File: config.mk
export PLATFORM = sky130hd
export DESIGN_NAME = rowred_top
export DESIGN_NICKNAME = d
export VERILOG_FILES = /design/src/rtl/rowred_pkg.sv /design/src/rtl/rowred_fifo.sv /design/src/rtl/rowred_pipe.sv /design/src/rtl/rowred_store.sv /design/src/rtl/rowred_top.sv
export SDC_FILE = /design/constraint.sdc
export NUM_CORES = 2
export LEC_CHECK = 0
export BUFFER_PORTS_ARGS = -buffer_cell sky130_fd_sc_hd__clkbuf_2
export CAP_MARGIN = 5
export CORE_ASPECT_RATIO = 1.25
export CORE_UTILIZATION = 35
export DETAILED_ROUTE_END_ITERATION = 8
export GPL_ROUTABILITY_DRIVEN = 1
export HOLD_SLACK_MARGIN = 0.05
export PLACE_DENSITY = 0.52
export SLEW_MARGIN = 20
export SYNTH_ARGS = -nofsm -noshare
export SYNTH_HDL_FRONTEND = slang
export SYNTH_SLANG_ARGS = --single-unit
File: constraint.sdc
create_clock -name clk -period 7.2 [get_ports clk]
set_input_delay 1.44 -clock clk [delete_from_list [all_inputs] [get_ports clk]]
set_output_delay 1.44 -clock clk [all_outputs]
set_load 0.005 [all_outputs]
File: src/rtl/rowred_pkg.sv
package rowred_pkg;

  typedef enum logic [2:0] {
    RULE_NONE      = 3'd0,
    RULE_BUF_PIPE  = 3'd1,
    RULE_FIFO_PIPE = 3'd2,
    RULE_FIFO_PAIR = 3'd3,
    RULE_FIFO_ZERO = 3'd4
  } rule_e;

  // Fixed-priority operand selection; earlier tests win.
  function automatic rule_e pick_rule(input logic hit_buf,
                                      input logic pipe_matches_head,
                                      input logic have_one,
                                      input logic have_two,
                                      input logic head_pair_same);
    if (hit_buf)                           return RULE_BUF_PIPE;
    if (pipe_matches_head && have_one)     return RULE_FIFO_PIPE;
    if (have_two && head_pair_same)        return RULE_FIFO_PAIR;
    if (have_two)                          return RULE_FIFO_ZERO;
    return RULE_NONE;
  endfunction

endpackage

File: src/rtl/rowred_fifo.sv
module rowred_fifo #(
  parameter int DW    = 16,
  parameter int TW    = 4,
  parameter int DEPTH = 32
) (
  input  logic                          clk,
  input  logic                          rst_n,
  input  logic                          push,
  input  logic [DW-1:0]                 push_data,
  input  logic [TW-1:0]                 push_tag,
  input  logic                          pop_one,
  input  logic                          pop_two,
  output logic [DW-1:0]                 head_data,
  output logic [TW-1:0]                 head_tag,
  output logic [DW-1:0]                 next_data,
  output logic [TW-1:0]                 next_tag,
  output logic [$clog2(DEPTH+1)-1:0]    level
);

  localparam int AW = (DEPTH > 1) ? $clog2(DEPTH) : 1;
  localparam int LW = $clog2(DEPTH+1);
  localparam int EW = DW + TW;

  logic [EW-1:0] mem [DEPTH];
  logic [AW-1:0] rd_ptr, wr_ptr;
  logic [1:0]    n_pop;

  function automatic logic [AW-1:0] step(input logic [AW-1:0] p, input int n);
    int s;
    s = int'(p) + n;
    if (s >= DEPTH) s = s - DEPTH;
    return s[AW-1:0];
  endfunction

  assign n_pop = pop_two ? 2'd2 : (pop_one ? 2'd1 : 2'd0);

  assign {head_tag, head_data} = mem[rd_ptr];
  assign {next_tag, next_data} = mem[step(rd_ptr, 1)];

  always_ff @(posedge clk) begin
    if (!rst_n) begin
      rd_ptr <= '0;
      wr_ptr <= '0;
      level  <= '0;
    end else begin
      if (push) begin
        mem[wr_ptr] <= {push_tag, push_data};
        wr_ptr      <= step(wr_ptr, 1);
      end
      rd_ptr <= step(rd_ptr, int'(n_pop));
      level  <= level + LW'(push) - LW'(n_pop);
    end
  end

  // a value is never offered to a full queue unless room is made
  p_no_overflow_r1: assert property (@(posedge clk) disable iff (!rst_n)
    (push && level == LW'(DEPTH)) |-> (n_pop != 2'd0));

  // nothing is removed that is not there
  p_no_underflow_r7: assert property (@(posedge clk) disable iff (!rst_n)
    LW'(n_pop) <= level);

endmodule

File: src/rtl/rowred_pipe.sv
module rowred_pipe #(
  parameter int DW     = 16,
  parameter int TW     = 4,
  parameter int STAGES = 6
) (
  input  logic          clk,
  input  logic          rst_n,
  input  logic          in_vld,
  input  logic [DW-1:0] in_a,
  input  logic [DW-1:0] in_b,
  input  logic [TW-1:0] in_tag,
  output logic          out_vld,
  output logic [DW-1:0] out_sum,
  output logic [TW-1:0] out_tag
);

  logic          s_vld [STAGES];
  logic [DW-1:0] s_sum [STAGES];
  logic [TW-1:0] s_tag [STAGES];

  function automatic logic [DW-1:0] add_op(input logic [DW-1:0] a,
                                           input logic [DW-1:0] b);
    return a + b;
  endfunction

  genvar g;
  generate
    for (g = 0; g < STAGES; g++) begin : g_stage
      if (g == 0) begin : g_first
        always_ff @(posedge clk) begin
          if (!rst_n) s_vld[0] <= 1'b0;
          else        s_vld[0] <= in_vld;
        end
        always_ff @(posedge clk) begin
          s_sum[0] <= add_op(in_a, in_b);
          s_tag[0] <= in_tag;
        end
        // an issued pair enters the first stage
        p_issue_enters_r2: assert property (@(posedge clk) disable iff (!rst_n)
          in_vld |=> s_vld[0]);
      end else begin : g_rest
        always_ff @(posedge clk) begin
          if (!rst_n) s_vld[g] <= 1'b0;
          else        s_vld[g] <= s_vld[g-1];
        end
        always_ff @(posedge clk) begin
          s_sum[g] <= s_sum[g-1];
          s_tag[g] <= s_tag[g-1];
        end
        // a valid value advances exactly one stage per cycle
        p_stage_advance_r2: assert property (@(posedge clk) disable iff (!rst_n)
          s_vld[g-1] |=> (s_vld[g] && s_sum[g] == $past(s_sum[g-1])));
      end
    end
  endgenerate

  assign out_vld = s_vld[STAGES-1];
  assign out_sum = s_sum[STAGES-1];
  assign out_tag = s_tag[STAGES-1];

endmodule

File: src/rtl/rowred_store.sv
module rowred_store #(
  parameter int DW = 16,
  parameter int TW = 4,
  parameter int CW = 7
) (
  input  logic          clk,
  input  logic          rst_n,
  input  logic          acc_vld,
  input  logic [TW-1:0] acc_tag,
  input  logic          acc_last,
  input  logic          merge_vld,
  input  logic [TW-1:0] merge_tag,
  input  logic          pv,
  input  logic [TW-1:0] ptag,
  input  logic [DW-1:0] psum,
  input  logic          take_buf,
  input  logic          pipe_used,
  output logic          buf_hit,
  output logic [DW-1:0] buf_val,
  output logic          out_vld,
  output logic [DW-1:0] out_sum,
  output logic [TW-1:0] out_tag
);

  localparam int NT = 1 << TW;

  logic          b_vld [NT];
  logic          b_fin [NT];
  logic [DW-1:0] b_val [NT];
  logic [CW-1:0] cnt   [NT];
  logic          seen  [NT];
  logic          open  [NT];
  logic [TW-1:0] oq    [NT];
  logic [TW-1:0] oq_rd, oq_wr;
  logic [TW:0]   oq_n;

  logic          pipe_final;
  logic          store_pipe;
  logic          new_row;
  logic          emit;
  logic [TW-1:0] head;

  assign pipe_final = pv && (cnt[ptag] == CW'(1)) && seen[ptag];
  assign store_pipe = pv && !pipe_used;
  assign new_row    = acc_vld && !open[acc_tag];
  assign head       = oq[oq_rd];
  assign emit       = (oq_n != '0) && b_vld[head] && b_fin[head];
  assign buf_hit    = pv && b_vld[ptag] && !b_fin[ptag];
  assign buf_val    = b_val[ptag];

  always_ff @(posedge clk) begin
    if (!rst_n) begin
      out_vld <= 1'b0;
      oq_rd   <= '0;
      oq_wr   <= '0;
      oq_n    <= '0;
      for (int t = 0; t < NT; t++) begin
        b_vld[t] <= 1'b0;
        b_fin[t] <= 1'b0;
        cnt[t]   <= '0;
        seen[t]  <= 1'b0;
        open[t]  <= 1'b0;
      end
    end else begin
      out_vld <= emit;
      if (emit) begin
        out_sum <= b_val[head];
        out_tag <= head;
        oq_rd   <= oq_rd + 1'b1;
      end
      if (new_row) begin
        oq[oq_wr] <= acc_tag;
        oq_wr     <= oq_wr + 1'b1;
      end
      oq_n <= oq_n + (TW+1)'(new_row) - (TW+1)'(emit);

      for (int t = 0; t < NT; t++) begin
        // live-value count per row: +1 per accepted value, -1 per real merge
        if (store_pipe && pipe_final && ptag == TW'(t)) begin
          cnt[t]  <= '0;
          seen[t] <= 1'b0;
        end else begin
          cnt[t] <= cnt[t] + CW'(acc_vld && acc_tag == TW'(t))
                           - CW'(merge_vld && merge_tag == TW'(t));
          if (acc_vld && acc_last && acc_tag == TW'(t)) seen[t] <= 1'b1;
        end

        if (take_buf && ptag == TW'(t)) begin
          b_vld[t] <= 1'b0;
        end else if (store_pipe && ptag == TW'(t)) begin
          b_vld[t] <= 1'b1;
          b_fin[t] <= pipe_final;
          b_val[t] <= psum;
        end else if (emit && head == TW'(t)) begin
          b_vld[t] <= 1'b0;
          b_fin[t] <= 1'b0;
        end

        if (new_row && acc_tag == TW'(t))   open[t] <= 1'b1;
        else if (emit && head == TW'(t))    open[t] <= 1'b0;
      end
    end
  end

  // a parked value never lands on an occupied slot
  p_no_overwrite_r8: assert property (@(posedge clk) disable iff (!rst_n)
    store_pipe |-> !b_vld[ptag]);

  // a final sum has no partner left in the buffer
  p_final_alone_r9: assert property (@(posedge clk) disable iff (!rst_n)
    pipe_final |-> !b_vld[ptag]);

  // the arrival-order queue never holds more rows than there are tags
  p_order_bound_r10: assert property (@(posedge clk) disable iff (!rst_n)
    new_row |-> (oq_n < (TW+1)'(NT)) || emit);

  // a released row leaves the order queue
  p_emit_pops_r10: assert property (@(posedge clk) disable iff (!rst_n)
    (emit && !new_row) |=> oq_n == $past(oq_n) - 1'b1);

endmodule

File: src/rtl/rowred_top.sv
module rowred_top #(
  parameter int DATA_W = 16,
  parameter int TAG_W  = 4,
  parameter int FDEPTH = 32,
  parameter int STAGES = 6
) (
  input  logic              clk,
  input  logic              rst_n,
  input  logic              in_vld,
  input  logic [DATA_W-1:0] in_data,
  input  logic [TAG_W-1:0]  in_tag,
  input  logic              in_last,
  output logic              out_vld,
  output logic [DATA_W-1:0] out_data,
  output logic [TAG_W-1:0]  out_tag
);
  import rowred_pkg::*;

  localparam int LW = $clog2(FDEPTH+1);
  localparam int CW = $clog2(FDEPTH + STAGES + 4) + 1;
  localparam logic [DATA_W-1:0] IDENT = '0;

  // queue side
  logic [DATA_W-1:0] head_data, next_data;
  logic [TAG_W-1:0]  head_tag, next_tag;
  logic [LW-1:0]     level;
  logic              pop_one, pop_two;
  // adder side
  logic              p_vld;
  logic [DATA_W-1:0] p_sum;
  logic [TAG_W-1:0]  p_tag;
  logic              iss_vld;
  logic [DATA_W-1:0] iss_a, iss_b;
  logic [TAG_W-1:0]  iss_tag;
  // buffer side
  logic              buf_hit;
  logic [DATA_W-1:0] buf_val;
  logic              take_buf, pipe_used, merge_vld;
  logic [TAG_W-1:0]  merge_tag;
  // decision
  rule_e             rule_now;
  logic              have_one, have_two, pipe_matches_head;

  assign have_one          = (level != '0);
  assign have_two          = (level >= LW'(2));
  assign pipe_matches_head = p_vld && (head_tag == p_tag);
  assign rule_now = pick_rule(buf_hit, pipe_matches_head, have_one, have_two,
                              head_tag == next_tag);

  always_comb begin
    iss_vld   = 1'b0;
    iss_a     = p_sum;
    iss_b     = head_data;
    iss_tag   = head_tag;
    pop_one   = 1'b0;
    pop_two   = 1'b0;
    take_buf  = 1'b0;
    pipe_used = 1'b0;
    merge_vld = 1'b0;
    merge_tag = head_tag;
    case (rule_now)
      RULE_BUF_PIPE: begin
        iss_vld = 1'b1; iss_b = buf_val; iss_tag = p_tag;
        take_buf = 1'b1; pipe_used = 1'b1;
        merge_vld = 1'b1; merge_tag = p_tag;
      end
      RULE_FIFO_PIPE: begin
        iss_vld = 1'b1; pop_one = 1'b1; pipe_used = 1'b1;
        merge_vld = 1'b1;
      end
      RULE_FIFO_PAIR: begin
        iss_vld = 1'b1; iss_a = head_data; iss_b = next_data;
        pop_two = 1'b1; merge_vld = 1'b1;
      end
      RULE_FIFO_ZERO: begin
        iss_vld = 1'b1; iss_a = head_data; iss_b = IDENT;
        pop_one = 1'b1;
      end
      default: ;
    endcase
  end

  rowred_fifo #(.DW(DATA_W), .TW(TAG_W), .DEPTH(FDEPTH)) u_fifo (
    .clk(clk), .rst_n(rst_n),
    .push(in_vld), .push_data(in_data), .push_tag(in_tag),
    .pop_one(pop_one), .pop_two(pop_two),
    .head_data(head_data), .head_tag(head_tag),
    .next_data(next_data), .next_tag(next_tag),
    .level(level)
  );

  rowred_pipe #(.DW(DATA_W), .TW(TAG_W), .STAGES(STAGES)) u_pipe (
    .clk(clk), .rst_n(rst_n),
    .in_vld(iss_vld), .in_a(iss_a), .in_b(iss_b), .in_tag(iss_tag),
    .out_vld(p_vld), .out_sum(p_sum), .out_tag(p_tag)
  );

  rowred_store #(.DW(DATA_W), .TW(TAG_W), .CW(CW)) u_store (
    .clk(clk), .rst_n(rst_n),
    .acc_vld(in_vld), .acc_tag(in_tag), .acc_last(in_last),
    .merge_vld(merge_vld), .merge_tag(merge_tag),
    .pv(p_vld), .ptag(p_tag), .psum(p_sum),
    .take_buf(take_buf), .pipe_used(pipe_used),
    .buf_hit(buf_hit), .buf_val(buf_val),
    .out_vld(out_vld), .out_sum(out_data), .out_tag(out_tag)
  );

  // a matching parked partial always beats the queue
  p_buffer_first_r3: assert property (@(posedge clk) disable iff (!rst_n)
    buf_hit |-> (pipe_used && !pop_one && !pop_two));

  // with no adder output and under two queued values, the adder idles
  p_idle_r7: assert property (@(posedge clk) disable iff (!rst_n)
    (!p_vld && level < LW'(2)) |-> !iss_vld);

  // the zero-partner case removes exactly one queued value
  p_zero_pops_one_r6: assert property (@(posedge clk) disable iff (!rst_n)
    (rule_now == RULE_FIFO_ZERO) |=>
      (level == $past(level) - LW'(1) + LW'($past(in_vld))));

  // a same-tag pair removes exactly two queued values
  p_pair_pops_two_r5: assert property (@(posedge clk) disable iff (!rst_n)
    (rule_now == RULE_FIFO_PAIR) |=>
      (level == $past(level) - LW'(2) + LW'($past(in_vld))));

  // queue head taken with adder output removes one queued value
  p_head_pipe_r4: assert property (@(posedge clk) disable iff (!rst_n)
    (rule_now == RULE_FIFO_PIPE) |=>
      (level == $past(level) - LW'(1) + LW'($past(in_vld))));

endmodule

==> PnR_summary.wiki <==
{| class="wikitable"
! Metric !! Value
|-
| Mean area per synthesized cell || 16.80 um2
|-
| Number of nets in the layout || 4091
|-
| Hold violation total from the final report || 0
|-
| Count of standard-cell rows || 172
|-
| Period utilization || 0.8405
|-
| Arrival time of data at the critical path endpoint || 6.73 ns
|-
| Share of total power in sequential cells || 0.392
|-
| Deepest level of the CTS H-tree || 4
|-
| Register clock-pin slew on the reported worst setup and hold paths || 0.06 ns
|-
| Critical-path maximum fanout || 21
|-
| Slew at the pin closest to its max-slew limit || 1.041 ns
|-
| Count of routing violations after the opening detailed-route iteration || 2780
|-
| Buffer count from post-CTS setup fixing || 0
|-
| Cts bufs inserted || 143
|-
| Detail-routed via count per cell || 5.380
|-
| Clock Latency Late Sink || 0.80 ns
|-
| Remaining max-slew budget at the tightest pin || 0.3045
|-
| Final Slew Violations || 0
|-
| Clock root buffer master || clkbuf_16
|-
| Capturing element type of the critical path || flop
|-
| Maximum resistive drop on vdd || 478.4 uV
|-
| Number of standard cells after synthesis || 3697
|-
| TritonCTS clock tree || done
|-
| Number of remaining DRC errors || 0
|-
| Total vias in the final route || 34190
|-
| Most frequent cell after synthesis || edfxtp_1
|-
| Most area-hungry cell type in the Yosys netlist || edfxtp_1
|-
| Routing usage on met2 || 0.3267
|-
| Total detailed-routing wirelength || 165.7 mm
|-
| Cts-stage hold buffer count || 0
|-
| Core footprint || 176000 um2
|-
| Yosys top cell area share || 0.5417
|-
| Post-CTS sizing || 0
|-
| Outcome || finished clean
|-
| First-pass GRT wire length || 242.0 mm
|-
| Number of antenna-violating nets in the routed design || 0
|-
| Worst Slack Setup Final || 1.149 ns
|-
| Class of the tightest hold or removal check || reg -> reg
|-
| Place WS || 1.042 ns
|-
| Tot Pwr || 25.02 mW
|-
| Share of cells above drive strength 1 || 0.2550
|-
| Layout Skew || 0.05983 ns
|-
| # port buffers || 44
|-
| Post-DP HPWL || 101.9 mm
|-
| Power Density || 354.9 nW/um2
|-
| Max Buffers Root-to-Sink || 3
|-
| Top post-synthesis cells by area || edfxtp_1 54%, mux4_2 20%, dfxtp_1 6.3%, ha_1 3.1%, nor2_1 1.9%
|-
| Initial core utilization || 0.3527
|-
| Layout overhead on the synthesized area || 13.54%
|-
| # setup viols final || 0
|-
| EDFF count, synth || 1120
|-
| Global routing met3 resource utilization || 0.03014
|-
| Leakage power total || 23.64 nW
|-
| Height of the chip || 472.9 um
|-
| DR WL/cell || 26.08 um
|-
| Global-route usage over all layers || 0.1866
|-
| GRT Residual Overflow || 0
|-
| Synth Warn # || 0
|-
| CTS sink cnt || 1316
|-
| Initial antenna violation count || 7
|-
| Share of total power in combinational logic || 0.322
|-
| Routability-driven placement congestion ratio || 0.8367
|-
| Die Area || 179100 um2
|-
| Global Route met1 Usage || 0.2327
|-
| Hold WS || 0.3132 ns
|-
| Largest net degree at the start of global routing || 125
|-
| Most used standard cells in the synthesized netlist || 1120 x edfxtp_1, 563 x mux4_2, 321 x nor2_1
|-
| Most used flip-flop cell after synthesis || edfxtp_1
|-
| Setup Total Neg Slack || 0 ns
|-
| Max frequency || 165.3 MHz
|-
| Number of top-level pins || 45
|-
| Most Crowded Layer GR || met2
|-
| Async set-or-reset flop fraction in the synthesized netlist || 0
|-
| Yosys reg bits || 1316
|-
| Share of power burned in the clock network || 0.286
|-
| Type of origin of the critical path || flop
|-
| Number of max-cap violations || 0
|-
| Data required time of the worst path || 7.88 ns
|-
| Via count of the first global-routing pass || 35540
|-
| P_int || 17.11 mW
|-
| Unrepaired setup endpoints after global routing || no
|-
| Sequential-to-total area share from yosys stat || 0.6048
|-
| Switching portion of total power || 0.3164
|-
| Time the worst path needs with I/O delays and setup || 6.051 ns
|-
| Count of cell types in the netlist || 91
|-
| Type of the setup path with the least slack || reg -> reg
|-
| Drt first pass iters || 5
|-
| Syn Std Cell Area || 62090 um2
|-
| Die boundary width || 378.7 um
|-
| Switching pwr || 7.916 mW
|}
==> stage by stage <==
stage	instance area (um2)	cells	util
global route	70500	6354	0.4005
detailed placement	65970	6095	0.3748
finish	70500	6355	0.4005
CTS	70500	6353	0.4005
floorplan	62510	3808	-
global placement	65830	6089	0.3739
==> worst paths after layout <==
| kind | start | to | slack, ns | cells past startpoint |
|---|---|---|---|---|
| worst max-delay path | u_fifo.rd_ptr[1] | u_pipe.s_sum[0][14] | 1.15 | 23 |
| worst min-delay path | u_pipe.s_tag[1][0] | u_pipe.s_tag[2][0] | 0.31 | 0 |
| worst max register to register | u_fifo.rd_ptr[1] | u_pipe.s_sum[0][14] | 1.15 | 23 |
| worst min register to register | u_pipe.s_tag[1][0] | u_pipe.s_tag[2][0] | 0.31 | 0 |
==> power groups by stage <==
stage	combinational (mW)	clock [mW]	sequential (mW)
2_1_floorplan	6.20	0	9.60
3_3_place_gp	8.18	0	9.95
3_5_place_dp	8.19	0	9.97
4_1_cts	8.21	7.34	9.82
5_1_grt	8.76	7.60	9.90
6_report	8.06	7.16	9.80
==> flip-flops by register name (all words and copies together) (netlist names), 16 cells and up, named ones only <==
| signal | flops |
|---|---|
| u_fifo.mem | 640 |
| u_store.b_val | 256 |
| u_store.cnt | 112 |
| u_pipe.s_sum | 96 |
| u_store.oq | 64 |
| u_pipe.s_tag | 24 |
| u_store.b_fin | 16 |
| u_store.b_vld | 16 |
| u_store.open | 16 |
| u_store.out_sum | 16 |
| u_store.seen | 16 |
==> logic make-up (layout without fill, tap and decap cells) <==
logic type / count (synthesis) / in the layout / synth area share
multiplexers: 652 / 652 / 0.2190
XOR/XNOR: 128 / 128 / 0.01836
flip-flops: 1316 / 1316 / 0.6048
adder cells (fa/ha/maj): 176 / 176 / 0.03788
AND/OR/NAND/NOR: 658 / 658 / 0.05018
AO/OA/AOI/OAI: 364 / 364 / 0.04129
buffers and inverters: 402 / 598 / 0.02835
other: 1 / 114 / 0.00006039
==> critical path, stage by stage, from the launching register on <==
cell	delay [ns]
dfxtp_4	0.46
ha_4	0.62
buf_4	0.37
mux4_2	0.55
mux2i_1	0.18
a22oi_1	0.10
nand2_1	0.10
xnor2_1	0.11
nor4_4	0.49
and2_4	0.25
inv_4	0.09
o221ai_1	0.16
o21a_1	0.15
ha_1	0.27
nor2b_1	0.15
o21ai_0	0.21
a21boi_0	0.15
o21ai_0	0.23
a21boi_0	0.17
o21ai_0	0.22
a21oi_1	0.12
o41ai_1	0.51
nand3_1	0.13
o311ai_0	0.12
==> layout by cell type, fill, tap and decap left out, types with 9 or more instances in the layout <==
master     netlist  routed
edfxtp_1      1120    1120
mux4_2         563     562
nor2_1         321     273
inv_1          201     201
dfxtp_1        196     187
ha_1           156     155
clkbuf_16        0     149
conb_1           1     112
nand2_1         90      89
xnor2_1         80      79
buf_4           16      78
a21oi_1         77      77
a21o_1          76      76
mux2i_1         65      65
nand3_1         52      52
xor2_1          47      46
nor2_4           0      45
clkbuf_2         0      44
o21ai_0         42      42
clkbuf_1        75      38
nor2b_1         36      36
nand2b_1        34      34
mux2_2          24      24
o211ai_1        23      23
nor3_1          24      23
clkinv_1         1      21
and2_1          21      21
fa_1            20      20
clkinv_2         0      18
nand4_1         15      15
o221ai_1        14      14
o22ai_1         13      13
a22oi_1         12      12
a31oi_1         11      11
o21a_1          11      11
o21ai_2         11      11
nor4b_1         10      10
nor4_1          10      10
clkbuf_8         0      10
o32ai_1          9       9
==> layout make-up <==
class | instances | area (um2)
tap | 2349 | 2939
inverter | 205 | 773.2
fill | 16080 | 105500
antenna | 2 | 5.005
clock inverter | 60 | 511.7
sequential | 1316 | 37580
multi-input combinational | 2090 | 23590
timing repair buffer | 135 | 1091
clock buffer | 198 | 4014
==> per-layer routing <==
layer,routed length (um),up-vias
met5,50,-
met4,5261,8
met3,8055,264
met2,85750,903
met1,66630,18030
li1,-,14980
Note: power is estimated with default switching activity, not from simulation.
